## config.mk

```make
export PLATFORM = sky130hd
export DESIGN_NAME = extint_cfg_bank
export DESIGN_NICKNAME = d
export VERILOG_FILES = /design/src/rtl/extint_cfg_pkg.sv /design/src/rtl/extint_cfg_decode.sv /design/src/rtl/extint_cfg_run_ctrl.sv /design/src/rtl/extint_cfg_field.sv /design/src/rtl/extint_cfg_bank.sv
export SDC_FILE = /design/constraint.sdc
export NUM_CORES = 1
export LEC_CHECK = 0
export BUFFER_PORTS_ARGS = -buffer_cell sky130_fd_sc_hd__buf_4
export CELL_PAD_IN_SITES_DETAIL_PLACEMENT = 0
export CELL_PAD_IN_SITES_GLOBAL_PLACEMENT = 1
export CORE_AREA = 2 2 115 139
export CTS_CLUSTER_SIZE = 12
export DETAILED_ROUTE_END_ITERATION = 8
export DIE_AREA = 0 0 117 141
export PLACE_DENSITY = 0.84
export SKIP_CTS_REPAIR_TIMING = 1
export SLEW_MARGIN = 20
export SYNTH_ARGS = -nofsm -noshare
export SYNTH_HDL_FRONTEND = slang
export SYNTH_SLANG_ARGS = --single-unit
```

## constraint.sdc

```tcl
create_clock -name clk -period 2.1 [get_ports clk]
set_input_delay 0.105 -clock clk [delete_from_list [all_inputs] [get_ports clk]]
set_output_delay 0.105 -clock clk [all_outputs]
set_load 0.01 [all_outputs]
```

## src/rtl/extint_cfg_pkg.sv

```systemverilog
package extint_cfg_pkg;

    localparam int BUS_W         = 32;
    localparam int STRB_W        = BUS_W / 8;

    // word indices of the map
    localparam int WORD_CTRL     = 0;
    localparam int WORD_NMI      = 1;
    localparam int WORD_EVT      = 2;
    localparam int WORD_ASYNC    = 3;
    localparam int WORD_DEBEN    = 4;
    localparam int WORD_PRESC    = 5;
    localparam int WORD_PINCFG   = 8;
    localparam int FIXED_SLOTS   = 6;

    // control word layout
    localparam int CTRL_RUN_BIT  = 0;
    localparam int CTRL_CLK_BIT  = 4;

    // field widths
    localparam int NMI_W         = 4;
    localparam int PRESC_W       = 8;
    localparam int SENSE_W       = 3;
    localparam int PIN_FIELD_W   = 4;
    localparam int PINS_PER_WORD = BUS_W / PIN_FIELD_W;

    typedef enum logic [0:0] {
        ST_OFF = 1'b0,
        ST_ON  = 1'b1
    } run_state_e;

    // map a slot index onto its word index
    function automatic int slot_word(input int slot);
        return (slot < FIXED_SLOTS) ? slot : WORD_PINCFG + slot - FIXED_SLOTS;
    endfunction

endpackage

```

## src/rtl/extint_cfg_decode.sv

```systemverilog
module extint_cfg_decode
    import extint_cfg_pkg::*;
#(
    parameter int ADDR_W    = 6,
    parameter int NUM_SLOTS = 8
) (
    input  logic [ADDR_W-1:0]    addr_i,
    output logic [NUM_SLOTS-1:0] sel_o,
    output logic                 hit_o
);

    localparam int WIDX_W = ADDR_W - 2;

    logic [WIDX_W-1:0] word_idx;
    logic              unused_lsb;

    assign word_idx   = addr_i[ADDR_W-1:2];
    assign unused_lsb = ^addr_i[1:0];

    always_comb begin
        for (int i = 0; i < NUM_SLOTS; i++) begin
            sel_o[i] = (int'(word_idx) == slot_word(i));
        end
    end

    assign hit_o = |sel_o;

    // at most one storage word is addressed at a time
    always_comb begin
        p_sel_onehot_r8: assert ($onehot0(sel_o));
    end

endmodule

```

## src/rtl/extint_cfg_run_ctrl.sv

```systemverilog
module extint_cfg_run_ctrl
    import extint_cfg_pkg::*;
(
    input  logic clk,
    input  logic rst_n,
    input  logic wr_i,       // control word written with byte 0 strobed
    input  logic run_bit_i,
    input  logic clk_bit_i,
    output logic run_o,
    output logic lock_o,
    output logic clk_sel_o
);

    run_state_e state_q, state_d;
    logic       clk_q;
    logic       clk_load;

    // state register
    always_ff @(posedge clk or negedge rst_n) begin
        if (!rst_n) begin
            state_q <= ST_OFF;
        end else begin
            state_q <= state_d;
        end
    end

    // next state: arm and disarm
    always_comb begin
        state_d = state_q;
        unique case (state_q)
            ST_OFF: if (wr_i && run_bit_i)  state_d = ST_ON;
            ST_ON:  if (wr_i && !run_bit_i) state_d = ST_OFF;
        endcase
    end

    // outputs of the state machine
    always_comb begin
        run_o    = 1'b0;
        lock_o   = 1'b0;
        clk_load = 1'b0;
        unique case (state_q)
            ST_OFF: clk_load = wr_i;
            ST_ON: begin
                run_o  = 1'b1;
                lock_o = 1'b1;
            end
        endcase
    end

    // clock choice: judged against the state held before the write
    always_ff @(posedge clk or negedge rst_n) begin
        if (!rst_n) begin
            clk_q <= 1'b0;
        end else if (clk_load) begin
            clk_q <= clk_bit_i;
        end
    end

    assign clk_sel_o = clk_q;

    p_run_track_r2: assert property (@(posedge clk) disable iff (!rst_n)
        wr_i |=> (run_o == $past(run_bit_i)));

    p_run_hold_r10: assert property (@(posedge clk) disable iff (!rst_n)
        !wr_i |=> $stable(run_o));

    p_clk_locked_r3: assert property (@(posedge clk) disable iff (!rst_n)
        (state_q == ST_ON) |=> $stable(clk_sel_o));

    p_clk_load_r3: assert property (@(posedge clk) disable iff (!rst_n)
        (wr_i && state_q == ST_OFF) |=> (clk_sel_o == $past(clk_bit_i)));

    p_disarm_keep_r4: assert property (@(posedge clk) disable iff (!rst_n)
        (wr_i && !run_bit_i && state_q == ST_ON) |=> (!run_o && $stable(clk_sel_o)));

endmodule

```

## src/rtl/extint_cfg_field.sv

```systemverilog
module extint_cfg_field #(
    parameter int WIDTH   = 8,
    parameter bit PROTECT = 1'b1
) (
    input  logic                        clk,
    input  logic                        rst_n,
    input  logic                        sel_i,
    input  logic                        we_i,
    input  logic                        lock_i,
    input  logic [WIDTH-1:0]            wdata_i,
    input  logic [(WIDTH+7)/8-1:0]      wstrb_i,
    output logic [WIDTH-1:0]            q_o
);

    localparam int NSTRB = (WIDTH + 7) / 8;

    logic [WIDTH-1:0] q_q;
    logic [WIDTH-1:0] bit_mask;
    logic             accept;

    always_comb begin
        for (int i = 0; i < WIDTH; i++) begin
            bit_mask[i] = wstrb_i[i / 8];
        end
    end

    generate
        if (PROTECT) begin : g_guarded
            assign accept = sel_i && we_i && !lock_i;
        end else begin : g_open
            assign accept = sel_i && we_i;
        end
    endgenerate

    always_ff @(posedge clk or negedge rst_n) begin
        if (!rst_n) begin
            q_q <= '0;
        end else if (accept) begin
            q_q <= (q_q & ~bit_mask) | (wdata_i & bit_mask);
        end
    end

    assign q_o = q_q;

    p_idle_hold_r8: assert property (@(posedge clk) disable iff (!rst_n)
        !(sel_i && we_i) |=> $stable(q_q));

    generate
        if (PROTECT) begin : g_chk_guarded
            p_locked_hold_r5: assert property (@(posedge clk) disable iff (!rst_n)
                (sel_i && we_i && lock_i) |=> $stable(q_q));
            p_open_load_r6: assert property (@(posedge clk) disable iff (!rst_n)
                (sel_i && we_i && !lock_i && (&wstrb_i)) |=> (q_q == $past(wdata_i)));
        end else begin : g_chk_open
            p_any_state_r7: assert property (@(posedge clk) disable iff (!rst_n)
                (sel_i && we_i && (&wstrb_i)) |=> (q_q == $past(wdata_i)));
        end
    endgenerate

    logic unused_nstrb;
    assign unused_nstrb = (NSTRB == 0);

endmodule

```

## src/rtl/extint_cfg_bank.sv

```systemverilog
module extint_cfg_bank
    import extint_cfg_pkg::*;
#(
    parameter int NUM_PINS = 16,
    parameter int ADDR_W   = 6
) (
    input  logic                       clk,
    input  logic                       rst_n,
    input  logic [ADDR_W-1:0]          bus_addr,
    input  logic [31:0]                bus_wdata,
    input  logic [3:0]                 bus_wstrb,
    input  logic                       bus_we,
    output logic [31:0]                bus_rdata,
    output logic                       run_o,
    output logic                       lp_clk_sel_o,
    output logic [2:0]                 nmi_sense_o,
    output logic                       nmi_filt_o,
    output logic [NUM_PINS-1:0]        evt_en_o,
    output logic [NUM_PINS-1:0]        async_o,
    output logic [NUM_PINS-1:0]        deb_en_o,
    output logic [7:0]                 deb_presc_o,
    output logic [3*NUM_PINS-1:0]      pin_sense_o,
    output logic [NUM_PINS-1:0]        pin_filt_o
);

    localparam int CFG_WORDS = (NUM_PINS + PINS_PER_WORD - 1) / PINS_PER_WORD;
    localparam int NUM_SLOTS = FIXED_SLOTS + CFG_WORDS;
    localparam int PIN_STRB  = (NUM_PINS + 7) / 8;

    logic [NUM_SLOTS-1:0] sel;
    logic                 hit;
    logic                 lock;
    logic                 ctrl_wr;
    logic [NMI_W-1:0]     nmi_q;
    logic [NUM_PINS-1:0]  evt_q, async_q, deben_q;
    logic [PRESC_W-1:0]   presc_q;
    logic [BUS_W-1:0]     cfg_q [CFG_WORDS];
    logic [BUS_W-1:0]     rd_words [NUM_SLOTS];

    extint_cfg_decode #(
        .ADDR_W    (ADDR_W),
        .NUM_SLOTS (NUM_SLOTS)
    ) u_decode (
        .addr_i (bus_addr),
        .sel_o  (sel),
        .hit_o  (hit)
    );

    assign ctrl_wr = sel[WORD_CTRL] && bus_we && bus_wstrb[0];

    extint_cfg_run_ctrl u_run (
        .clk       (clk),
        .rst_n     (rst_n),
        .wr_i      (ctrl_wr),
        .run_bit_i (bus_wdata[CTRL_RUN_BIT]),
        .clk_bit_i (bus_wdata[CTRL_CLK_BIT]),
        .run_o     (run_o),
        .lock_o    (lock),
        .clk_sel_o (lp_clk_sel_o)
    );

    extint_cfg_field #(.WIDTH(NMI_W), .PROTECT(1'b0)) u_nmi (
        .clk (clk), .rst_n (rst_n), .sel_i (sel[WORD_NMI]), .we_i (bus_we),
        .lock_i (lock), .wdata_i (bus_wdata[NMI_W-1:0]),
        .wstrb_i (bus_wstrb[0:0]), .q_o (nmi_q)
    );

    extint_cfg_field #(.WIDTH(NUM_PINS), .PROTECT(1'b1)) u_evt (
        .clk (clk), .rst_n (rst_n), .sel_i (sel[WORD_EVT]), .we_i (bus_we),
        .lock_i (lock), .wdata_i (bus_wdata[NUM_PINS-1:0]),
        .wstrb_i (bus_wstrb[PIN_STRB-1:0]), .q_o (evt_q)
    );

    extint_cfg_field #(.WIDTH(NUM_PINS), .PROTECT(1'b1)) u_async (
        .clk (clk), .rst_n (rst_n), .sel_i (sel[WORD_ASYNC]), .we_i (bus_we),
        .lock_i (lock), .wdata_i (bus_wdata[NUM_PINS-1:0]),
        .wstrb_i (bus_wstrb[PIN_STRB-1:0]), .q_o (async_q)
    );

    extint_cfg_field #(.WIDTH(NUM_PINS), .PROTECT(1'b1)) u_deben (
        .clk (clk), .rst_n (rst_n), .sel_i (sel[WORD_DEBEN]), .we_i (bus_we),
        .lock_i (lock), .wdata_i (bus_wdata[NUM_PINS-1:0]),
        .wstrb_i (bus_wstrb[PIN_STRB-1:0]), .q_o (deben_q)
    );

    extint_cfg_field #(.WIDTH(PRESC_W), .PROTECT(1'b1)) u_presc (
        .clk (clk), .rst_n (rst_n), .sel_i (sel[WORD_PRESC]), .we_i (bus_we),
        .lock_i (lock), .wdata_i (bus_wdata[PRESC_W-1:0]),
        .wstrb_i (bus_wstrb[0:0]), .q_o (presc_q)
    );

    generate
        for (genvar w = 0; w < CFG_WORDS; w++) begin : g_cfg
            extint_cfg_field #(.WIDTH(BUS_W), .PROTECT(1'b1)) u_cfg (
                .clk (clk), .rst_n (rst_n), .sel_i (sel[FIXED_SLOTS + w]),
                .we_i (bus_we), .lock_i (lock), .wdata_i (bus_wdata),
                .wstrb_i (bus_wstrb), .q_o (cfg_q[w])
            );
        end

        for (genvar p = 0; p < NUM_PINS; p++) begin : g_pin
            localparam int WI = p / PINS_PER_WORD;
            localparam int LO = PIN_FIELD_W * (p % PINS_PER_WORD);
            assign pin_sense_o[SENSE_W*p +: SENSE_W] = cfg_q[WI][LO +: SENSE_W];
            assign pin_filt_o[p]                     = cfg_q[WI][LO + SENSE_W];
        end
    endgenerate

    // words as seen on the bus
    always_comb begin
        for (int s = 0; s < NUM_SLOTS; s++) begin
            rd_words[s] = '0;
        end
        rd_words[WORD_CTRL][CTRL_RUN_BIT]   = run_o;
        rd_words[WORD_CTRL][CTRL_CLK_BIT]   = lp_clk_sel_o;
        rd_words[WORD_NMI][NMI_W-1:0]       = nmi_q;
        rd_words[WORD_EVT][NUM_PINS-1:0]    = evt_q;
        rd_words[WORD_ASYNC][NUM_PINS-1:0]  = async_q;
        rd_words[WORD_DEBEN][NUM_PINS-1:0]  = deben_q;
        rd_words[WORD_PRESC][PRESC_W-1:0]   = presc_q;
        for (int w = 0; w < CFG_WORDS; w++) begin
            rd_words[FIXED_SLOTS + w] = cfg_q[w];
        end
    end

    always_comb begin
        bus_rdata = '0;
        for (int s = 0; s < NUM_SLOTS; s++) begin
            bus_rdata = bus_rdata | (sel[s] ? rd_words[s] : '0);
        end
    end

    assign nmi_sense_o = nmi_q[SENSE_W-1:0];
    assign nmi_filt_o  = nmi_q[SENSE_W];
    assign evt_en_o    = evt_q;
    assign async_o     = async_q;
    assign deb_en_o    = deben_q;
    assign deb_presc_o = presc_q;

    // unmapped words return zero
    always_comb begin
        if (!hit) begin
            p_unmapped_zero_r8: assert (bus_rdata == '0);
        end
    end

    p_reset_state_r1: assert property (@(posedge clk) disable iff (!rst_n)
        $rose(rst_n) |-> (!run_o && !lp_clk_sel_o && evt_en_o == '0 &&
                          deb_presc_o == '0 && pin_filt_o == '0));

    p_lock_is_run_r5: assert property (@(posedge clk) disable iff (!rst_n)
        lock == run_o);

endmodule

```

### Word level (Yosys, flattened, before mapping)

Cells that the tools add are included.

| operators by class | value |
|---|---|
| reduce and logical (&&, ||, !) cells | 20 |
| bitwise gates (word level) | 30 |
| muxes and demuxes | 13 |
| equality and inequality tests | 7 |

Operators with widths:

| operator | count |
|---|---|
| AND 32 bit | 3 |
| OR 32 bit | 3 |
| OR 16 bit | 5 |
| AND 16 bit | 4 |
| two-way mux 32 bit | 2 |
| two-way mux 16 bit | 3 |
| NOT 32 bit | 1 |
| OR 16 x 32 -> 32 bit | 1 |
| logical AND 1 bit | 17 |
| AND 8 bit | 2 |
| == test 4 bit, second input constant | 4 |
| NOT 16 bit | 1 |
| OR 16 x 8 -> 16 bit | 1 |
| OR 5 x 16 -> 16 bit | 1 |
| AND 4 bit | 2 |
| == test 4 x 3 -> 1 bit, second input constant | 2 |
| two-way mux 8 bit | 1 |
| NOT 8 bit | 1 |
| OR 8 bit | 1 |
| two-way mux 5 bit | 1 |
| OR 5 x 4 -> 5 bit | 1 |
| == test 4 x 2 -> 1 bit, second input constant | 1 |
| logical NOT 4 bit | 1 |
| two-way mux 1 bit | 4 |
| 6 further kinds | 7 |

| word-level totals | value |
|---|---|
| output and inout bits | 158 |
| bits in registers | 126 |
| word-level logic and storage cells | 79 |

### Logic depth before layout (Yosys ltp)

Gate-level depths: netlist (run 1).

| depth | value |
|---|---|
| word-level depth | 9 |
| gate-level depth with buffers | 6 |

### Modules after synthesis

From an unflattened synthesis (run 1), not the netlist that was laid out.

| unflattened totals | value |
|---|---|
| cell total of the unflattened synthesis | 371 |
| area, all modules | 5,592.9 µm² |

Modules (own cells, without submodules):

| module | instances | cells each | seq. area each (µm²) | area an instance (µm²) |
|---|---|---|---|---|
| extint_cfg_field at g_cfg[0].u_cfg ... | 2 | 68 | 800.8 | 1,221.2 |
| extint_cfg_field at u_async ... | 3 | 34 | 400.4 | 628.1 |
| extint_cfg_bank | 1 | 87 | 0.0 | 621.8 |
| extint_cfg_field at u_presc | 1 | 17 | 200.2 | 314.1 |
| extint_cfg_field at u_nmi | 1 | 9 | 100.1 | 155.1 |
| extint_cfg_run_ctrl | 1 | 6 | 50.0 | 97.6 |
| extint_cfg_decode | 1 | 14 | 0.0 | 77.6 |

### Worst setup path after synthesis (run 1)

OpenSTA, ideal clock, no wires.

| timing | value |
|---|---|
| kind | register to register |
| from | register (tool-made name) |
| to | register (tool-made name) |
| data arrival time | 1.476 ns |
| data required time | 1.975 ns |
| buffers on the path | 2 |
| setup time | 0.125 ns |
| clock period less this slack | 1.601 ns |
| path slack | 0.499 ns |
| stages on the path, launching flop included | 6 |
| path through | dfrtp_1 > and2b_1 > buf_6 > buf_8 > nand4_2 > mux2_2 |

==> run metrics, run 1 <==
CP Class reg2reg; Max Transition Viols Final 0; num rows 50; Residual DRC 0; GR Overflow Total 0; maximum fanout count along the critical path 8; number of violations reported at the end of detailed-routing iteration 0 between 150 and 200; post-detailed-route wirelength per cell about 20 um; data arrival time of the worst path between 2 and 2.5 ns; clock period minus worst slack about 1.8 ns; number of routed nets with antenna violations 0; clock skew after layout around 0.0069 ns; total via count after detailed routing 4578; number of placed I/O pins between 200 and 250; Fin. Hold Viols 0; delay of the slowest critical-path stage 0.39 ns; number of input and output port buffers inserted 200; Synth Warn # 0; deepest clock path buffer count 2; setup repair after global routing missed its margin no; CTS Root Cell sky130_fd_sc_hd__clkbuf_16; net count reported at finish about 700; Netlist Area Pre-Place 0.00594 mm2; number of antenna violations at the first check in global routing 0; Setup TNS 0 ns; FF+latch count, synth approximately 130; number of synthesized flops with an enable pin 0; count of distinct cell types in the synthesized netlist 44; final weighted congestion in routability-driven placement just over 0.8; number of cells traversed by the worst hold path 3; CP endpoint kind flop; transition time at the pin with the least slew margin a little under 0.7 ns; syn nets about 450; average via count per standard cell ~5.2; number of maximum-capacitance constraint violations 0; register area share after synthesis 0.531; clock tree from TritonCTS done; HPWL after DPL approximately 12000 um; critical path required time 2.40 ns; H-tree level count 4; IR drop worst, VDD around 640 uV; die area approximately 0.016 mm2; number of clock sinks 126; Tot GR Track Use 0.215; Clock Pin Slew Worst Setup and Hold Paths ~0.050 ns; Post-synth ARST share 1.00; cell-by-cell listing of the critical path and2b_1, buf_4, nand3_2, mux2_2; horizontal die dimension 117 um; first-pass iteration count of the detailed router 4; Syn-to-layout area delta 44.7%; final wirelength roughly 18000 um; vias in the first global route approximately 4600; starting utilization of the core area 0.388; Hold Worst Slack approximately 0.067 ns; clock latency on the worst-skew pair approximately 0.42 ns; Max-slew headroom 0.539; Final period util 0.858; Avg Synthesized Cell Area roughly 15 um2; number of cells on the worst reg-to-reg path 4; power density relative to cell area ~950 mW/mm2; leakage dissipation ~4.2 nW; type of the most critical hold path in2reg; antenna cells 0; Max Clk Rate between 500 and 600 MHz; outcome finished, final reports clean; wire length of the first global-routing pass 26300 um; number of failing setup endpoints in the final timing report 0; kind of launch point of the worst setup path flop; ys flop type sky130_fd_sc_hd__dfrtp_1; Worst path slowest cell sky130_fd_sc_hd__dfrtp_1; pin count of the biggest net entering global routing roughly 130; cts bufs inserted 17; number of instances in the synthesized netlist 408; Die Ht around 140 um; placeable core region between 0.015 and 0.02 mm2; proportion of layout cells with a drive suffix above 1 0.601
==> per-stage QoR <==
step                std cells  power, mW  area (um2)  setup slack [ns]  utilization
finish                    875       8.17        8600             0.298        0.561
floorplan                 408       4.17        5940             0.499            -
detailed placement        810       5.38        7700             0.317        0.502
global placement          810       5.30        7700             0.341        0.502
global route              875       8.55        8600             0.215        0.561
CTS                       842       8.21        8270             0.302        0.540
==> critical path: cells and delay by family, from the launching register on <==
family / cells / cell delay (ns)
buf+inv: 1 / 0.29
flops: 1 / 0.39
mux: 1 / 0.36
simple gates: 2 / 0.63
==> synthesized netlist by cell type, types with 3 or more instances <==
master / number / area share
sky130_fd_sc_hd__and3b_1: 6 / 0.0088
sky130_fd_sc_hd__o22ai_1: 3 / 0.0032
sky130_fd_sc_hd__clkbuf_1: 4 / 0.0025
sky130_fd_sc_hd__nand2_1: 12 / 0.0076
sky130_fd_sc_hd__mux2_1: 4 / 0.0076
sky130_fd_sc_hd__mux2i_1: 17 / 0.029
sky130_fd_sc_hd__buf_6: 4 / 0.0076
sky130_fd_sc_hd__o211ai_1: 3 / 0.0038
sky130_fd_sc_hd__a22o_1: 16 / 0.024
sky130_fd_sc_hd__nor2_1: 3 / 0.0019
sky130_fd_sc_hd__mux2_2: 128 / 0.24
sky130_fd_sc_hd__nand4_1: 3 / 0.0032
sky130_fd_sc_hd__dfrtp_1: 126 / 0.53
sky130_fd_sc_hd__o221ai_1: 9 / 0.013
sky130_fd_sc_hd__nor2b_1: 3 / 0.0032
sky130_fd_sc_hd__a22oi_1: 5 / 0.0063
sky130_fd_sc_hd__nand3_4: 4 / 0.012
sky130_fd_sc_hd__a32oi_1: 8 / 0.012
sky130_fd_sc_hd__or3b_2: 3 / 0.0044
sky130_fd_sc_hd__buf_4: 7 / 0.0088
sky130_fd_sc_hd__o21ai_0: 3 / 0.0025
sky130_fd_sc_hd__buf_2: 8 / 0.0067
==> cell families (layout without fill, tap and decap cells) <==
group | Yosys count | in the layout | share of synthesized area
multiplexers | 150 | 150 | 0.283
flip-flops | 126 | 126 | 0.531
AO/OA/AOI/OAI | 53 | 53 | 0.0731
AND/OR/NAND/NOR | 54 | 54 | 0.0849
buffers and inverters | 25 | 284 | 0.0288
==> layout make-up <==
class                           instances  area [um2]
Tap cell                              208         260
Clock inverter                         11        90.1
Clock buffer                           21         480
Fill cell                            1262        6730
Sequential cell                       126        3150
Timing Repair Buffer                  252        2000
Multi-Input combinational cell        257        2620
==> layer usage <==
| layer | up-vias | GRT usage | part of all wire | wire length, um |
|---|---|---|---|---|
| li1 | 2043 | - | - | - |
| met1 | 2343 | 0.263 | 0.41 | 7200 |
| met2 | 151 | 0.354 | 0.51 | 8930 |
| met3 | 41 | 0.0567 | 0.051 | 890 |
| met4 | 0 | 0.0966 | 0.033 | 590 |
| met5 | - | 0 | 0 | 0 |
==> placed cells by master, fill, tap and decap left out, types with 2 or more instances in the layout <==
master and n:
sky130_fd_sc_hd__nand4_2 2, sky130_fd_sc_hd__nand4b_4 2, sky130_fd_sc_hd__and3b_1 6, sky130_fd_sc_hd__a221o_1 2
sky130_fd_sc_hd__mux2_2 128, sky130_fd_sc_hd__o22ai_1 3, sky130_fd_sc_hd__clkinv_2 6, sky130_fd_sc_hd__o21ai_0 3
sky130_fd_sc_hd__a32oi_1 8, sky130_fd_sc_hd__nand3_2 2, sky130_fd_sc_hd__or3b_2 3, sky130_fd_sc_hd__nor2b_1 3
sky130_fd_sc_hd__nand4_1 3, sky130_fd_sc_hd__and2b_1 2, sky130_fd_sc_hd__clkbuf_8 4, sky130_fd_sc_hd__a22o_1 16
sky130_fd_sc_hd__buf_4 217, sky130_fd_sc_hd__o221ai_1 9, sky130_fd_sc_hd__mux2_1 4, sky130_fd_sc_hd__buf_12 2
sky130_fd_sc_hd__nand3_4 4, sky130_fd_sc_hd__clkinvlp_4 4, sky130_fd_sc_hd__mux2i_1 17, sky130_fd_sc_hd__o211ai_1 3
sky130_fd_sc_hd__nand4_4 2, sky130_fd_sc_hd__dfrtp_1 126, sky130_fd_sc_hd__clkbuf_16 17, sky130_fd_sc_hd__nor2_1 3
sky130_fd_sc_hd__a22oi_1 5, sky130_fd_sc_hd__nor3b_2 2, sky130_fd_sc_hd__dlygate4sd3_1 33, sky130_fd_sc_hd__nand2_1 12
==> report_power, final <==
group	switching [mW]	internal (mW)	leakage [nW]	total (mW)
Sequential	0.402	2.91	1.61	3.31
Clock	1.07	1.73	0.276	2.80
Combinational	0.868	1.19	2.32	2.06
Total	2.34	5.83	4.21	8.17
==> worst paths after layout <==
| kind | start | slack, ns | endpoint |
|---|---|---|---|
| max reg2reg | flop | 0.30 | flop |
| min reg2reg | flop | 0.53 | flop |
| max in group asynchronous | rst_n | 1.26 | asynchronous set/reset pin |
| max | flop | 0.30 | flop |
| min | bus_we | 0.07 | flop |
| min in group asynchronous | rst_n | 0.31 | asynchronous set/reset pin |
Note: power is estimated with default switching activity, not from simulation.
==> run 2: changes to the inputs <==
Settings changed: CORE_AREA 2 2 115 139 to 2 2 113 137, DIE_AREA 0 0 117 141 to 0 0 115 139, PLACE_DENSITY 0.84 to 0.83, SYNTH_HIERARCHICAL set to 1.
==> run metrics, run 2 <==
final total power 8.19 mW (+0.27%); deepest clock path buffer count 2 (unchanged); CP endpoint kind flop; number of failing setup endpoints in the final timing report 0 (unchanged); leading cell type in the layout, fill and taps excluded sky130_fd_sc_hd__buf_4; Synth Warn # 6 (+6); wire length of the first global-routing pass 25800 um (-2.0%); Final period util 0.810 (-0.0478); number of instances in the synthesized netlist 369 (-9.6%); share of power burned in registers 0.407 (+0.002); number of antenna violations at the first check in global routing 0 (unchanged); antenna cells 0 (unchanged); clock latency on the worst-skew pair 0.41 ns (about the same); Netlist Area Pre-Place 0.00558 mm2 (-6.1%); horizontal die dimension 115 um (-1.7%); Max Clk Rate 588 MHz (+5.9%); hold path start bus_wstrb[0]; share of total power in combinational logic 0.237 (-0.015); post-detailed-route wirelength per cell 20.9 um (+3.7%); number of cells on the worst reg-to-reg path 2 (-2); placeable core region 0.0147 mm2 (-4.0%); number of input and output port buffers inserted 200 (unchanged); maximum fanout count along the critical path 19 (+11); type of the most critical hold path in2reg; power density relative to cell area 982 mW/mm2 (+3.3%); R2R Setup Slk 0.40 ns (+0.10 ns); first-pass iteration count of the detailed router 5 (+1); total via count after detailed routing 4485 (-2.0%); Tot GR Track Use 0.214 (-0.000964); Clk pwr share 0.356 (+0.013); number of maximum-capacitance constraint violations 0 (unchanged); kind of launch point of the worst setup path flop; clock tree from TritonCTS done; critical path required time 2.39 ns (about the same); final wirelength 17000 um (-3.4%); non-filler instance count after layout 815 (-6.9%); pin count of the biggest net entering global routing 54 (-57%); CTS Root Cell sky130_fd_sc_hd__clkbuf_16; Residual DRC 0 (unchanged); GR Overflow Total 0 (unchanged); Syn-to-layout area delta 49.5%; proportion of layout cells with a drive suffix above 1 0.620 (+0.0189); number of violations reported at the end of detailed-routing iteration 0 255 (+34%); die area 0.0160 mm2 (-3.1%); number of placed I/O pins 203 (unchanged); power spent charging and discharging nets 2.28 mW (-2.6%); outcome finished, final reports clean; clock skew after layout 0.00975 ns (+0.00280 ns); H-tree level count 4 (unchanged); cts bufs inserted 17 (unchanged); number of clock sinks 126 (unchanged); number of cells in the design after placement 750 (-7.4%); Clock Pin Slew Worst Setup and Hold Paths 0.06 ns (about the same); clock period minus worst slack 1.70 ns (-0.100 ns); starting utilization of the core area 0.379 (-0.00834); number of cells traversed by the worst hold path 3 (unchanged); IR drop worst, VDD 487 uV (-23%); vias in the first global route 4559 (-1.7%); number of routed nets with antenna violations 0 (unchanged); cell-internal power 5.92 mW (+1.4%); num rows 49 (-2.0%); Setup TNS 0 ns (unchanged); Max-slew headroom 0.599 (+0.0601); fraction of power spent switching nets 0.278 (-0.00820); Fin. Hold Viols 0 (unchanged); Hold Worst Slack 0.197 ns (+0.130 ns); Die Ht 139 um (-1.4%); setup repair after global routing missed its margin no; Avg Synthesized Cell Area 15.1 um2 (+3.9%); syn nets 414 (-8.6%); average via count per standard cell 5.50 (+5.2%); transition time at the pin with the least slew margin 0.601 ns (-0.0902 ns); leakage dissipation 4.22 nW (+0.32%); HPWL after DPL 12000 um (-1.4%); net count reported at finish 669 (-4.3%); data arrival time of the worst path 2.00 ns (-0.10 ns); final weighted congestion in routability-driven placement 0.818 (+1.7%); commonest non-fill, non-tap cells in the layout sky130_fd_sc_hd__buf_4, sky130_fd_sc_hd__dfrtp_1, sky130_fd_sc_hd__mux2_2; Max Transition Viols Final 0 (unchanged); final design utilization 0.567 (+0.00612); CP Class reg2reg
-- run 2: cell type report --
class / count / area (um2)
clock buffer: 22 / 484
tap: 178 / 223
sequential: 126 / 3150
fill: 1236 / 6370
multi-input combinational: 229 / 2380
timing repair buffer: 250 / 2000
clock inverter: 10 / 111
-- run 2: worst max-delay path, stage by stage, from the launching register on --
cell                       delay (ns)
sky130_fd_sc_hd__dfrtp_1         0.60
sky130_fd_sc_hd__nand4b_2        0.56
sky130_fd_sc_hd__mux2_2          0.41
-- run 2: power groups by stage --
stage               clock, mW  sequential, mW  combinational, mW
floorplan                   0            3.49              0.571
global placement            0            3.34               1.87
detailed placement          0            3.37               1.91
CTS                      2.99            3.33               1.91
global route             3.09            3.40               2.07
finish                   2.92            3.33               1.94
-- run 2: metrics by stage --
stage	worst slack [ns]	area, um2
floorplan	0.363	5580
global placement	0.233	7420
detailed placement	0.227	7420
CTS	0.347	8020
global route	0.224	8350
finish	0.399	8350
-- run 2: routing by layer --
metal | vias to the layer above | track usage | share of wire
li1 | 1959 | - | -
met1 | 2268 | 0.259 | 0.40
met2 | 227 | 0.351 | 0.50
met3 | 31 | 0.0695 | 0.079
met4 | 0 | 0.0862 | 0.025
met5 | - | 0 | 0
-- run 2: how the worst max path moves through the flow --
stage	startpoint	endpoint	slack, ns
2_1_floorplan	bus_addr[4]	flop	0.36
3_3_place_gp	bus_addr[4]	flop	0.23
3_5_place_dp	bus_addr[4]	flop	0.23
4_1_cts	flop	bus_rdata[0]	0.35
5_1_grt	flop	bus_rdata[0]	0.22
6_report	flop	flop	0.40
==> run 3: changes to the inputs <==
Settings changed: CORE_AREA 2 2 113 137 to 2 2 117 142, DIE_AREA 0 0 115 139 to 0 0 119 144, PLACE_DENSITY 0.83 to 0.81.
Clock period 2.1 ns to 1.5 ns, I/O delays scaled along.
==> run metrics, run 3 (same netlist as run 2, synthesis figures left out) <==
Max Clk Rate around 640 MHz; number of routed nets with antenna violations 0 (unchanged); total via count after detailed routing 4441 (-0.98%); Tot GR Track Use 0.196 (-0.0186); delay-heaviest family, CP flip-flops; maximum fanout count along the critical path 3 (-16); Syn-to-layout area delta 55.1%; num rows 51 (+4.1%); first-pass iteration count of the detailed router 6 (+1); antenna cells 0 (unchanged); post-detailed-route wirelength per cell 19.6 um (-6.3%); vias in the first global route 4481 (-1.7%); critical path required time 1.42 ns (-0.97 ns); Worst path slowest cell sky130_fd_sc_hd__dfrtp_1; transition time at the pin with the least slew margin 0.466 ns (-0.135 ns); final weighted congestion in routability-driven placement 0.782 (-4.4%); placed cell areas 0.00762 mm2 (+2.7%); delay of the slowest critical-path stage 0.39 ns (-0.21 ns); commonest non-fill, non-tap cells in the layout sky130_fd_sc_hd__buf_4, sky130_fd_sc_hd__mux2_2, sky130_fd_sc_hd__dfrtp_1; pin count of the biggest net entering global routing 45 (-17%); total area of multi-input combinational cells 0.00243 mm2 (+2.4%); violated checks negative setup slack; data arrival time of the worst path 1.48 ns (-0.52 ns); GR Overflow Total 0 (unchanged); wire length of the first global-routing pass 25300 um (-1.9%); Residual DRC 0 (unchanged); Max Transition Viols Final 0 (unchanged); CP Class reg2out; non-filler instance count after layout 872 (+7.0%); Setup TNS -0.110 ns (-0.110 ns); number of clock sinks 126 (unchanged); worst setup margin -0.0579 ns (-0.457 ns); placeable core region 0.0159 mm2 (+8.0%); number of buffers and inverters on the critical path 1 (+1); outcome finished with violations; Die Ht 144 um (+3.6%); type of the most critical hold path in2reg; cell-by-cell listing of the critical path a222oi_1, nand3_1, buf_4; leakage dissipation 4.38 nW (+3.8%); CP endpoint kind output port; HPWL after DPL 12100 um (+1.0%); number of maximum-capacitance constraint violations 0 (unchanged); leading cell type in the layout, fill and taps excluded sky130_fd_sc_hd__buf_4; clock period minus worst slack 1.56 ns; H-tree level count 4 (unchanged); starting utilization of the core area 0.351 (-0.0280); net count reported at finish 694 (+3.7%); Max-slew headroom 0.689 (+0.0900); number of input and output port buffers inserted 200 (unchanged); final wirelength 17100 um (+0.26%); clock skew after layout 0.00801 ns (-0.00174 ns); setup repair after global routing missed its margin yes; deepest clock path buffer count 2 (unchanged); IR drop worst, VDD 784 uV (+61%); post-route cell area 0.00865 mm2 (+3.7%); Final period util 1.04; average via count per standard cell 5.09 (-7.5%); number of antenna violations at the first check in global routing 0 (unchanged); number of failing setup endpoints in the final timing report 4 (+4); Register Area 0.00315 mm2 (about the same); number of violations reported at the end of detailed-routing iteration 0 286 (+12%); cts bufs inserted 17 (unchanged); number of cells in the design after placement 798 (+6.4%); Clock Pin Slew Worst Setup and Hold Paths 0.06 ns (about the same); clock tree from TritonCTS done; number of placed I/O pins 203 (unchanged); power density relative to cell area 1330 mW/mm2 (+35%); die area 0.0171 mm2 (+7.2%); fill cell total of the finished layout 1337 (+8.2%); proportion of layout cells with a drive suffix above 1 0.633 (+0.0132); clock latency on the worst-skew pair 0.41 ns (about the same); Fin. Hold Viols 0 (unchanged); horizontal die dimension 119 um (+3.5%); kind of launch point of the worst setup path flop; CTS Root Cell sky130_fd_sc_hd__clkbuf_16
## run 3: cell count changes in the layout (fill, tap and decap cells not counted), sizes merged
cell      before  now
clkinvlp       3    2
clkinv         5    2
clkbuf        22   24
buf          217  242
## run 3: cell type report
| class | instances | share of cell area |
|---|---|---|
| clock buffers | 24 | 0.0557 |
| flip-flops and latches | 126 | 0.364 |
| clock inverters | 6 | 0.00983 |
| repair buffers | 275 | 0.258 |
| multi-input cells | 229 | 0.281 |
| well taps | 212 | 0.0306 |
## run 3: power breakdown
group | total, mW | switching (mW) | internal, mW
sequential | 4.66 | 0.585 | 4.07
combinational | 2.86 | 1.16 | 1.70
clock | 3.95 | 1.40 | 2.55
## run 3: per-layer routing
metal  vias to the layer above  global-route usage  routed length (um)
met5                         -                   0                   0
met4                         0              0.0677                 187
met3                        12              0.0521                 909
met2                       156               0.343                9020
met1                      2266               0.233                6950
li1                       2007                   -                   -
## run 3: worst paths after layout
| kind | depth (start not counted) | slack, ns | endpoint | start |
|---|---|---|---|---|
| worst max-delay path | 3 | -0.06 | bus_rdata[3] | flop |
| worst min-delay path | 3 | 0.15 | flop | bus_wstrb[3] |
| worst max register to register | 4 | 0.08 | flop | flop |
| worst min register to register | 1 | 0.53 | flop | flop |
| max in group asynchronous | 3 | 0.74 | asynchronous set/reset pin | rst_n |
| min in group asynchronous | 2 | 0.16 | asynchronous set/reset pin | rst_n |
## run 3: worst reg2reg max path, stage by stage (launching register included)
cell and delay (ns):
sky130_fd_sc_hd__dfrtp_2 0.43, sky130_fd_sc_hd__buf_4 0.18, sky130_fd_sc_hd__nand4b_2 0.22, sky130_fd_sc_hd__buf_4 0.20
sky130_fd_sc_hd__mux2_2 0.27
## run 3: through the flow
stage	util	power [mW]	setup WS, ns	hold WS, ns
floorplan	-	5.69	0.0656	-0.221
global placement	0.480	7.30	-0.0769	0.0535
detailed placement	0.480	7.40	-0.144	0.0632
CTS	0.515	11.4	-0.301	-0.377
global route	0.545	12.0	-0.132	0.150
finish	0.545	11.5	-0.0579	0.151
